--- src/rtl/cfgload_pkg.sv ---
package cfgload_pkg;

  typedef enum logic [2:0] {
    ST_IDLE,
    ST_PULSE,
    ST_WSTAT,
    ST_LOAD,
    ST_WDONE,
    ST_INIT
  } ldState_t;

  // strobes from control to datapath
  typedef struct packed {
    logic latchCfg;
    logic cntClr;
    logic cntInc;
    logic halfRun;
    logic rise;
    logic fall;
    logic loadByte;
    logic addrClr;
    logic addrInc;
    logic cfgLow;
    logic retryClr;
    logic retryInc;
    logic setOk;
    logic setFail;
    logic clrFlags;
  } ldStrobe_t;

  // conditions from datapath to control
  typedef struct packed {
    logic pulseDone;
    logic timeoutHit;
    logic initDone;
    logic lastByte;
    logic halfDone;
    logic ckHigh;
    logic statusHi;
    logic statusRose;
    logic doneHi;
    logic retryLeft;
  } ldFlags_t;

endpackage

--- src/rtl/cfgload_sync.sv ---
module cfgload_sync #(
  parameter int STAGES = 2,
  parameter bit RST_VAL = 1'b0
) (
  input  logic clk,
  input  logic rst,
  input  logic d,
  output logic q
);
  logic [STAGES-1:0] chain;

  for (genvar g = 0; g < STAGES; g++) begin : g_stage
    if (g == 0) begin : g_head
      always_ff @(posedge clk) begin
        if (rst) chain[g] <= RST_VAL;
        else     chain[g] <= d;
      end
    end else begin : g_tail
      always_ff @(posedge clk) begin
        if (rst) chain[g] <= RST_VAL;
        else     chain[g] <= chain[g-1];
      end
    end
  end

  assign q = chain[STAGES-1];
endmodule

--- src/rtl/cfgload_dp.sv ---
module cfgload_dp
  import cfgload_pkg::*;
#(
  parameter int ADDR_W      = 16,
  parameter int PULSE_W     = 8,
  parameter int INIT_W      = 8,
  parameter int TOUT_W      = 16,
  parameter int RETRY_W     = 4,
  parameter int HALF_EFF    = 1,
  parameter int SYNC_STAGES = 2
) (
  input  logic               clk,
  input  logic               rst,
  input  ldStrobe_t          stb,
  input  logic [ADDR_W-1:0]  imageLen,
  input  logic [PULSE_W-1:0] pulseLen,
  input  logic [INIT_W-1:0]  initClocks,
  input  logic [RETRY_W-1:0] retryLimit,
  input  logic [TOUT_W-1:0]  doneTimeout,
  input  logic [7:0]         memData,
  input  logic               cfgStatus,
  input  logic               cfgDone,
  output ldFlags_t           flg,
  output logic [ADDR_W-1:0]  memAddr,
  output logic               cfgStartN,
  output logic               cfgClk,
  output logic [7:0]         cfgData,
  output logic               loadOk,
  output logic               loadFail
);
  localparam int CNT_A  = (TOUT_W > PULSE_W) ? TOUT_W : PULSE_W;
  localparam int CNT_W  = (CNT_A > INIT_W) ? CNT_A : INIT_W;
  localparam int HALF_W = $clog2(HALF_EFF + 1);

  logic [ADDR_W-1:0]  lenQ, addrQ;
  logic [PULSE_W-1:0] pulseQ;
  logic [INIT_W-1:0]  initQ;
  logic [TOUT_W-1:0]  toutQ;
  logic [RETRY_W-1:0] retryLimQ, retryQ;
  logic [CNT_W-1:0]   cntQ;
  logic [HALF_W-1:0]  halfQ;
  logic               ckQ, startNQ, okQ, failQ, stPrev;
  logic [7:0]         dataQ;
  logic               stS, dnS;

  cfgload_sync #(.STAGES(SYNC_STAGES), .RST_VAL(1'b0)) u_stSync (
    .clk(clk), .rst(rst), .d(cfgStatus), .q(stS));
  cfgload_sync #(.STAGES(SYNC_STAGES), .RST_VAL(1'b0)) u_dnSync (
    .clk(clk), .rst(rst), .d(cfgDone), .q(dnS));

  // settings captured once per run
  always_ff @(posedge clk) begin
    if (rst) begin
      lenQ      <= '0;
      pulseQ    <= PULSE_W'(2);
      initQ     <= '0;
      toutQ     <= '0;
      retryLimQ <= '0;
    end else if (stb.latchCfg) begin
      lenQ      <= imageLen;
      pulseQ    <= (pulseLen < PULSE_W'(2)) ? PULSE_W'(2) : pulseLen;
      initQ     <= initClocks;
      toutQ     <= doneTimeout;
      retryLimQ <= retryLimit;
    end
  end

  // address, general counter, half-period timer
  always_ff @(posedge clk) begin
    if (rst) begin
      addrQ <= '0;
      cntQ  <= '0;
      halfQ <= '0;
    end else begin
      if (stb.addrClr)      addrQ <= '0;
      else if (stb.addrInc) addrQ <= addrQ + ADDR_W'(1);

      if (stb.cntClr)                        cntQ <= '0;
      else if (stb.cntInc && (cntQ != '1))   cntQ <= cntQ + CNT_W'(1);

      if (!stb.halfRun || (halfQ == HALF_W'(HALF_EFF - 1))) halfQ <= '0;
      else                                                  halfQ <= halfQ + HALF_W'(1);
    end
  end

  // link outputs, retries and result flags
  always_ff @(posedge clk) begin
    if (rst) begin
      ckQ     <= 1'b0;
      dataQ   <= '0;
      startNQ <= 1'b1;
      retryQ  <= '0;
      okQ     <= 1'b0;
      failQ   <= 1'b0;
      stPrev  <= 1'b0;
    end else begin
      if (stb.rise)      ckQ <= 1'b1;
      else if (stb.fall) ckQ <= 1'b0;
      if (stb.loadByte) dataQ <= memData;
      startNQ <= !stb.cfgLow;
      if (stb.retryClr)      retryQ <= '0;
      else if (stb.retryInc) retryQ <= retryQ + RETRY_W'(1);
      if (stb.clrFlags)   okQ <= 1'b0;
      else if (stb.setOk) okQ <= 1'b1;
      if (stb.clrFlags)     failQ <= 1'b0;
      else if (stb.setFail) failQ <= 1'b1;
      stPrev <= stS;
    end
  end

  always_comb begin
    flg.pulseDone  = cntQ >= (CNT_W'(pulseQ) - CNT_W'(1));
    flg.timeoutHit = cntQ >= CNT_W'(toutQ);
    flg.initDone   = cntQ >= CNT_W'(initQ);
    flg.lastByte   = (addrQ == lenQ);
    flg.halfDone   = (halfQ == HALF_W'(HALF_EFF - 1));
    flg.ckHigh     = ckQ;
    flg.statusHi   = stS;
    flg.statusRose = stS && !stPrev;
    flg.doneHi     = dnS;
    flg.retryLeft  = (retryQ < retryLimQ);
  end

  assign memAddr   = addrQ;
  assign cfgStartN = startNQ;
  assign cfgClk    = ckQ;
  assign cfgData   = dataQ;
  assign loadOk    = okQ;
  assign loadFail  = failQ;

  // the clock only rises while status is seen high
  a_r3_rise_needs_status: assert property (@(posedge clk) disable iff (rst)
    $rose(ckQ) |-> $past(stS));
  // data does not move on the rising edge
  a_r4_data_steady_on_rise: assert property (@(posedge clk) disable iff (rst)
    $rose(ckQ) |-> $stable(dataQ));
  // the start line is low for at least two cycles
  a_r2_pulse_min: assert property (@(posedge clk) disable iff (rst)
    $rose(startNQ) |-> !$past(startNQ, 2));
  // success only follows a seen done
  a_r8_ok_after_done: assert property (@(posedge clk) disable iff (rst)
    $rose(okQ) |-> $past(dnS));
  // restarts never exceed the captured limit
  a_r9_retry_bound: assert property (@(posedge clk) disable iff (rst)
    retryQ <= retryLimQ);
  // result flags are exclusive
  a_r10_flags_exclusive: assert property (@(posedge clk) disable iff (rst)
    !(okQ && failQ));
endmodule

--- src/rtl/cfgload_ctrl.sv ---
module cfgload_ctrl
  import cfgload_pkg::*;
(
  input  logic      clk,
  input  logic      rst,
  input  logic      start,
  input  ldFlags_t  flg,
  output ldStrobe_t stb,
  output logic      busy
);
  ldState_t st, nxt;

  always_ff @(posedge clk) begin
    if (rst) st <= ST_IDLE;
    else     st <= nxt;
  end

  always_comb begin
    stb = '0;
    nxt = st;
    unique case (st)
      ST_IDLE: begin
        if (start) begin
          stb.latchCfg = 1'b1;
          stb.clrFlags = 1'b1;
          stb.retryClr = 1'b1;
          stb.addrClr  = 1'b1;
          nxt          = ST_PULSE;
        end
      end
      ST_PULSE: begin
        stb.cfgLow = 1'b1;
        stb.cntInc = 1'b1;
        if (flg.pulseDone) nxt = ST_WSTAT;
      end
      ST_WSTAT: begin
        if (flg.statusRose) begin
          if (flg.lastByte) begin
            nxt = ST_WDONE;
          end else begin
            stb.loadByte = 1'b1;
            nxt          = ST_LOAD;
          end
        end
      end
      ST_LOAD: begin
        stb.halfRun = 1'b1;
        if (!flg.statusHi) begin
          nxt = ST_IDLE;
        end else if (flg.halfDone) begin
          if (!flg.ckHigh) begin
            stb.rise    = 1'b1;
            stb.addrInc = 1'b1;
          end else begin
            stb.fall = 1'b1;
            if (flg.lastByte) nxt = ST_WDONE;
            else              stb.loadByte = 1'b1;
          end
        end
      end
      ST_WDONE: begin
        stb.cntInc = 1'b1;
        if (!flg.statusHi)      nxt = ST_IDLE;
        else if (flg.doneHi)    nxt = ST_INIT;
        else if (flg.timeoutHit) nxt = ST_IDLE;
      end
      ST_INIT: begin
        stb.halfRun = 1'b1;
        if (!flg.statusHi) begin
          nxt = ST_IDLE;
        end else if (!flg.ckHigh && flg.initDone) begin
          stb.setOk = 1'b1;
          nxt       = ST_IDLE;
        end else if (flg.halfDone) begin
          if (flg.ckHigh) begin
            stb.fall = 1'b1;
          end else begin
            stb.rise   = 1'b1;
            stb.cntInc = 1'b1;
          end
        end
      end
      default: nxt = ST_IDLE;
    endcase

    // a fault or timeout leaves a busy state towards idle without success
    if ((st != ST_IDLE) && (nxt == ST_IDLE) && !stb.setOk) begin
      stb.fall    = 1'b1;
      stb.halfRun = 1'b0;
      stb.loadByte = 1'b0;
      if (flg.retryLeft) begin
        stb.retryInc = 1'b1;
        stb.addrClr  = 1'b1;
        nxt          = ST_PULSE;
      end else begin
        stb.setFail = 1'b1;
      end
    end

    stb.cntClr = (nxt != st) || stb.retryInc;
  end

  assign busy = (st != ST_IDLE);

  // a status fault while loading leads to restart or to idle
  a_r6_fault_restarts: assert property (@(posedge clk) disable iff (rst)
    (st == ST_LOAD && !flg.statusHi) |=> (st == ST_PULSE || st == ST_IDLE));
  // leaving idle needs a start request
  a_r11_busy_needs_start: assert property (@(posedge clk) disable iff (rst)
    $rose(busy) |-> $past(start));
  // waiting for done ends in init only when done is seen
  a_r7_init_needs_done: assert property (@(posedge clk) disable iff (rst)
    (st == ST_WDONE && nxt == ST_INIT) |-> flg.doneHi);
endmodule

--- src/rtl/cfg_chain_loader.sv ---
module cfg_chain_loader
  import cfgload_pkg::*;
#(
  parameter int ADDR_W      = 16,
  parameter int PULSE_W     = 8,
  parameter int INIT_W      = 8,
  parameter int TOUT_W      = 16,
  parameter int RETRY_W     = 4,
  parameter int SYS_HZ      = 250_000_000,
  parameter int MAX_CFG_HZ  = 125_000_000,
  parameter int HALF_DIV    = 1,
  parameter int SYNC_STAGES = 2
) (
  input  logic               clk,
  input  logic               rst,
  input  logic               start,
  input  logic [ADDR_W-1:0]  imageLen,
  input  logic [PULSE_W-1:0] pulseLen,
  input  logic [INIT_W-1:0]  initClocks,
  input  logic [RETRY_W-1:0] retryLimit,
  input  logic [TOUT_W-1:0]  doneTimeout,
  output logic [ADDR_W-1:0]  memAddr,
  input  logic [7:0]         memData,
  output logic               cfgStartN,
  input  logic               cfgStatus,
  input  logic               cfgDone,
  output logic               cfgClk,
  output logic [7:0]         cfgData,
  output logic               busy,
  output logic               loadOk,
  output logic               loadFail
);
  localparam longint CEIL_NUM = longint'(SYS_HZ) + 2 * longint'(MAX_CFG_HZ) - 1;
  localparam int MIN_HALF_RAW = int'(CEIL_NUM / (2 * longint'(MAX_CFG_HZ)));
  localparam int MIN_HALF     = (MIN_HALF_RAW < 1) ? 1 : MIN_HALF_RAW;
  localparam int HALF_EFF     = (HALF_DIV > MIN_HALF) ? HALF_DIV : MIN_HALF;

  ldStrobe_t stb;
  ldFlags_t  flg;

  cfgload_ctrl u_ctrl (
    .clk(clk), .rst(rst), .start(start), .flg(flg), .stb(stb), .busy(busy));

  cfgload_dp #(
    .ADDR_W(ADDR_W), .PULSE_W(PULSE_W), .INIT_W(INIT_W), .TOUT_W(TOUT_W),
    .RETRY_W(RETRY_W), .HALF_EFF(HALF_EFF), .SYNC_STAGES(SYNC_STAGES)
  ) u_dp (
    .clk(clk), .rst(rst), .stb(stb),
    .imageLen(imageLen), .pulseLen(pulseLen), .initClocks(initClocks),
    .retryLimit(retryLimit), .doneTimeout(doneTimeout),
    .memData(memData), .cfgStatus(cfgStatus), .cfgDone(cfgDone),
    .flg(flg), .memAddr(memAddr), .cfgStartN(cfgStartN), .cfgClk(cfgClk),
    .cfgData(cfgData), .loadOk(loadOk), .loadFail(loadFail));
endmodule

--- config.mk ---
export PLATFORM = sky130hd
export DESIGN_NAME = cfg_chain_loader
export DESIGN_NICKNAME = d
export VERILOG_FILES = /design/src/rtl/cfgload_pkg.sv /design/src/rtl/cfgload_sync.sv /design/src/rtl/cfgload_dp.sv /design/src/rtl/cfgload_ctrl.sv /design/src/rtl/cfg_chain_loader.sv
export SDC_FILE = /design/constraint.sdc
export NUM_CORES = 1
export LEC_CHECK = 0
export BUFFER_PORTS_ARGS = -buffer_cell sky130_fd_sc_hd__clkbuf_2
export CORE_ASPECT_RATIO = 0.7
export CORE_MARGIN = 2
export CORE_UTILIZATION = 57
export DETAILED_ROUTE_END_ITERATION = 16
export PLACE_DENSITY = 0.82
export SLEW_MARGIN = 20
export SYNTH_ARGS = -nofsm -noshare
export SYNTH_HDL_FRONTEND = slang
export SYNTH_SLANG_ARGS = --single-unit
--- constraint.sdc ---
create_clock -name clk -period 4.12 [get_ports clk]
set_input_delay 1.236 -clock clk [delete_from_list [all_inputs] [get_ports clk]]
set_output_delay 1.236 -clock clk [all_outputs]
set_load 0.05 [all_outputs]
# == Word-level counts from Yosys, hierarchy flattened ==
# Index checks and enable logic that the tools add are counted.
# totals
out_inout_bits,29
elab_cells,110
in_bits,65
regBits,109
# op_classes
order_cmp,5
bitwise_logic,1
addsub,5
muxes,50
eq_ne,8
n_reduce_logical,21
# op_table
op,count
2-to-1 mux 3 bit,18
adder 16 x 1 -> 16 bit (second input constant),2
greater-or-equal comparator 16 bit,2
2-to-1 mux 1 bit,23
case mux 3 bit (6 select lines),1
equality test 16 bit,1
greater-or-equal comparator 16 x 8 -> 1 bit,1
inequality test 16 bit (second input constant),1
OR reduction 2 bit,5
subtractor 8 x 1 -> 9 bit (second input constant),1
less-than comparator 8 x 2 -> 1 bit (second input constant),1
2-to-1 mux 2 bit,4
2-to-1 mux 8 bit,1
equality test 3 x 2 -> 1 bit (second input constant),2
equality test 3 bit (second input constant),2
logical NOT 3 bit,2
case mux 3 bit (2 select lines),1
logical AND 1 bit,5
logical NOT 1 bit,5
adder 4 x 1 -> 4 bit (second input constant),1
less-than comparator 4 bit,1
case mux 1 bit (2 select lines),2
equality test 3 x 1 -> 1 bit (second input constant),1
inequality test 3 bit,1
other kinds (5),6

# == Longest topological paths before layout ==
# depth
depth_word,13
ltp_mapped,13
depth_no_buf,12

# == Cells and area by module ==
# From an unflattened synthesis, not the netlist that was laid out.
# hier_totals
cells_unflattened,649
area_unflattened_um2,5900.7
# modules_own_cells
module,seq_area_each_um2,cells_each,area_each_um2,instances
cfgload_dp,2042.0,566,5225.0,1
cfgload_ctrl,60.1,75,570.5,1
cfgload_sync,40.0,4,52.6,2

# == Least setup slack after synthesis ==
# No wires, ideal clock.
# synth_path
path_type,reg2reg
startpoint,register u_dp.pulseQ[2]
endpoint,register u_dp.cntQ[10]
setup_ps,125
arrival_time_ps,2879
required_ps,3995
synth_period_minus_slack_ps,3003
path_buffers,1
stages_incl_launch_ff,13
slack_ps,1117
cell_sequence,dfxtp_1 nor4_1 nand2_1 or3_1 ha_1 nand4_1 nor3_1 nand3_1 and4_1 a211oi_4 xnor2_2 buf_6 nor3_2
# synth_between
elab_chain_cells,11
word_cells_on_any_way,13
classes_between,add/sub: 1; order compare: 1; eq/ne: 1; mux: 5; reduce/logical: 5
# synth_rtl
element,line_no,rtl
start: declaration,cfgload_dp.sv:36,logic [PULSE_W-1:0] pulseQ;
start signal: assignment,cfgload_dp.sv:61,pulseQ <= (pulseLen < PULSE_W'(2)) ? PULSE_W'(2) : pulseLen;
subtractor 8 x 1 -> 9 bit *,cfgload_dp.sv:112,flg.pulseDone = cntQ >= (CNT_W'(pulseQ) - CNT_W'(1));
greater-or-equal comparator 16 bit *,cfgload_dp.sv:112,
2-to-1 mux 3 bit *,cfgload_ctrl.sv:34,if (flg.pulseDone) nxt = ST_WSTAT;
case mux 3 bit (6 select lines) *,cfgload_ctrl.sv:21,unique case (st)
logical NOT 3 bit,cfgload_ctrl.sv:87,if ((st != ST_IDLE) && (nxt == ST_IDLE) && !stb.setOk) begin
logical AND 1 bit (2 in a row),cfgload_ctrl.sv:87,
2-to-1 mux 3 bit,cfgload_ctrl.sv:87,
inequality test 3 bit,cfgload_ctrl.sv:100,stb.cntClr = (nxt != st) || stb.retryInc;
logical OR 1 bit *,cfgload_ctrl.sv:100,
OR reduction 2 bit (no line) *,-,
end signal: assignment,cfgload_dp.sv:79,else if (stb.cntInc && (cntQ != '1)) cntQ <= cntQ + CNT_W'(1);
end: declaration,cfgload_dp.sv:40,logic [CNT_W-1:0] cntQ;
# Mark *: on every way between the ends. The rest lies on a longest branch, timed or not.
# A chain may end at the register's enable or synchronous reset.

# == Worst setup path after layout ==
# layout_path
startpoint,register u_dp.pulseQ[2]
endpoint,register u_dp.cntQ[3]
# Same word-level chain as after synthesis.

==> metrics.md <==
| Metric | Value |
|---|---|
| Initial DRT Pass Iterations | 6 |
| Total of fill cells in the finished design | 784 |
| Count of hold buffers inserted by post-cts repair | 0 |
| Register-to-Register Path Depth | 11 |
| Core area | approximately 9800 um2 |
| Routed Wire Length | around 14000 um |
| DRC violation count after routing | 0 |
| Clock latency reported for the late side of the worst-skew pair | about 0.35 ns |
| HP Start | u_dp.toutQ[6] |
| Iter 0 DRT Violations | roughly 540 |
| Min-Delay Path Class | flop to flop |
| Count of maximum capacitance violations | 0 |
| Final instance count without filler cells | around 920 |
| Leading register cell type out of synthesis | dfxtp_1 |
| Static leakage | 2.83 nW |
| Area of all placed cells without fillers | approximately 6600 um2 |
| Mean post-synth cell area | a little over 8 um2 |
| Synth unique cells | 54 |
| Depth of the worst hold-timing path | 2 |
| Number of enable flip-flop cells after synthesis | 0 |
| Critical-path maximum fanout | 16 |
| N_diodes | 0 |
| Area used by multi-input combinational logic | about 3300 um2 |
| Final critical-path required period | between 3 and 4 ns |
| Critical path launch point type | flop |
| Initial core utilization | approximately three fifths |
| Antenna Nets Post-Route | 0 |
| Die width | between 100 and 150 um |
| Worst supply voltage drop on vdd | 0.212 mV |
| Number of instances in the synthesized netlist | 702 |
| Worst Hold End | u_dp.toutQ[6] |
| Worst Setup Slack post-DPL | between 0.6 and 0.7 ns |
| Pin count of the biggest net entering global routing | 52 |
| Vias per Instance | roughly 5.7 |
| Vertical extent of the die | approximately 90 um |
| Post-synth top area share | 37.8% |
| H-tree level count | 3 |
| Post-CTS Setup Inserts | 0 |
| Number of max-slew violations in the final report | 0 |
| Total setup violations reported at the end of the flow | 0 |
| Total congestion overflow | 0 |
| Crit Reg-Reg Endpoint | u_dp.cntQ[3] |
| Run status | completed |
| Buffer type at the clock tree root | clkbuf_16 |
| Aggregate global-route resource usage | 26.8% |
| Number of cells in the design after placement | approximately 900 |
| Seq/Total Area, Yosys | roughly 38% |
| DR WL/cell | 15.7 um |
| Launch instance of the worst register-to-register path | u_dp.pulseQ[2] |
| Clock sink count | roughly 110 |
| Die area | 10900 um2 |
| Number of nets in the synthesized netlist | ~810 |
| Top-level port count | 94 |
| Start-to-end type of the worst setup path | flop to flop |
| Number of buffers created by CTS | 9 |
| Clock network fraction of design power | 34.1% |
| RSZ-0062 raised after global routing | false |
| R2R setup slack | around 0.61 ns |
| Count of standard-cell rows | 30 |
| Vias post-DR | 5226 |
| Number of synthesized register bits | ~110 |
| Switching Share | 29.6% |
| Hold Vio Cnt, Final | 0 |
| Flop pwr share | 48.3% |
| Number of global-route vias before repair | between 4000 and 5000 |
| Clock edge transition at the registers on the reported setup and hold paths | around 0.070 ns |
| Estimated wirelength of the detail-placed design | 10700 um |
| Final worst path period share | 85.1% |
| Final setup margin | 0.614 ns |
| Fmax achieved | 285 MHz |
| Count of nets after finishing | between 800 and 900 |
| Remaining max-slew budget at the tightest pin | around half |
| Psw | roughly 0.00070 W |
| Internal Pwr Total | 0.00167 W |
| Power per cell area | 359 nW/um2 |
| Area contributors post-synth | dfxtp_1, ha_1, nand2_1, a21oi_1, xnor2_1 |
| Placed cell areas | roughly 6300 um2 |
| Yosys synthesis warning count | 0 |
| Critical path arrival | roughly 3.8 ns |
| Final estimated routing congestion in global placement | around 0.92 |
| Count of cells resized by post-cts repair | 0 |
| Most used cells in the layout excluding fill and tap cells | nand2_1, dfxtp_1, clkbuf_2 |
| Footprint of the flip-flops and latches | 2180 um2 |
| Global-route wire length before repair | ~24000 um |
| Setup Total Neg Slack | 0 ns |
| Worst Hold Slack | 0.459 ns |
| Top cell type by total area after synthesis | dfxtp_1 |
| Cell Area, Synth | slightly below 6000 um2 |
| Clock skew after layout | around 0.0055 ns |
| Number of buffer cells added on primary ports | between 90 and 100 |
| Clock tree from TritonCTS | yes |
| Logic pwr share | 17.5% |
| Area growth from synthesis to layout | 14.4% |
| Initial antenna violation count | 0 |
| CTS max path bufs | 2 |
| Async SR Flop Fraction | 0% |
| Data required time of the worst path | around 4.4 ns |
| Most common cell after layout, fill and taps aside | nand2_1 |
| Endpoint class of the critical path | flop |
| Fraction of layout cells with a size suffix above 1 | between 10% and 20% |
| Slew at the pin with the worst max-slew slack | 0.755 ns |
-- cells in the mapped netlist, types with 3 or more instances --
| cell | count |
|---|---|
| nand2_1 | 129 |
| dfxtp_1 | 109 |
| a21oi_1 | 69 |
| nor2_1 | 52 |
| ha_1 | 47 |
| inv_1 | 40 |
| xnor2_1 | 26 |
| xor2_1 | 26 |
| nor3_1 | 25 |
| clkbuf_1 | 20 |
| nand3_1 | 17 |
| o21ai_0 | 14 |
| mux2i_1 | 12 |
| nand4_1 | 12 |
| nor3_2 | 10 |
| nor2b_1 | 8 |
| nor4_1 | 7 |
| a21o_1 | 6 |
| and4_1 | 6 |
| nand2b_1 | 6 |
| a211oi_1 | 5 |
| or3_1 | 5 |
| buf_2 | 4 |
| and2_1 | 3 |
| nor4_2 | 3 |
| nor4b_1 | 3 |
| o211ai_1 | 3 |
-- metal layers --
| metal | global-route usage, % | vias up | part of all wire (%) |
|---|---|---|---|
| met1 | 36.8 | 2417 | 46 |
| met4 | 9.30 | 0 | 1.6 |
| li1 | - | 2562 | - |
| met3 | 8.00 | 31 | 8.6 |
| met2 | 40.6 | 216 | 44 |
| met5 | 0 | - | 0 |
-- cells by family (layout without fill, tap and decap cells) --
logic type | after synthesis | in the layout | share of synthesized area, %
flip-flops | 109 | 109 | 37.8
AND/OR/NAND/NOR | 295 | 295 | 24.7
AO/OA/AOI/OAI | 118 | 118 | 12.3
adder cells (fa/ha/maj) | 47 | 47 | 10.2
multiplexers | 12 | 12 | 2.08
XOR/XNOR | 53 | 53 | 8.18
buffers and inverters | 67 | 154 | 4.60
other | 1 | 1 | 0.0650
-- worst max-delay path, stage by stage, from the launching register on --
cell	delay [ns]
dfxtp_1	0.35
nor4_1	0.37
nand2_1	0.13
or3_1	0.47
ha_1	0.37
a21oi_1	0.19
o21ai_0	0.11
a22oi_1	0.26
a31oi_1	0.15
a211o_1	0.29
a21o_1	0.42
nor3_1	0.30
-- worst max path at each step --
stage                         from             to  slack, ns  depth (start not counted)
floorplan           u_dp.pulseQ[2]  u_dp.cntQ[10]       1.12                         12
global placement    u_dp.pulseQ[2]   u_dp.cntQ[4]       0.93                         11
detailed placement  u_dp.pulseQ[2]   u_dp.cntQ[3]       0.70                         11
CTS                 u_dp.pulseQ[2]   u_dp.cntQ[3]       0.68                         11
global route        u_dp.pulseQ[2]   u_dp.cntQ[3]       0.25                         11
finish              u_dp.pulseQ[2]   u_dp.cntQ[3]       0.61                         11
-- flip-flops by register name, summed over array words and instances (netlist names), 4 cells and up --
register,count
u_dp.pulseQ,8
u_dp.initQ,8
u_dp.cntQ,16
u_dp.memAddr,16
u_dp.lenQ,16
u_dp.retryQ,4
u_dp.toutQ,16
u_dp.retryLimQ,4
u_dp.cfgData,8
-- layout make-up --
type                            instances  share of cell area [%]
Tap cell                              128                    2.43
Clock inverter                          5                   0.531
Timing Repair Buffer                   99                    7.74
Inverter                               40                    2.28
Multi-Input combinational cell        526                    50.5
Clock buffer                           10                    3.47
Sequential cell                       109                    33.1
-- stage by stage --
stage	utilization (%)	power, W
2_1_floorplan	-	0.00146
5_1_grt	67.6	0.00247
4_1_cts	67.6	0.00237
3_3_place_gp	64.9	0.00156
6_report	67.6	0.00237
3_5_place_dp	64.9	0.00158
-- power groups by stage --
stage	registers [W]	clock network [W]	logic, W
after global placement	0.00116	0	0.000391
after detailed placement	0.00117	0	0.000408
after floorplan	0.00116	0	0.000300
final	0.00114	0.000808	0.000415
after CTS	0.00114	0.000817	0.000412
after global routing	0.00115	0.000854	0.000463
Power figures use the tool's default switching activity.
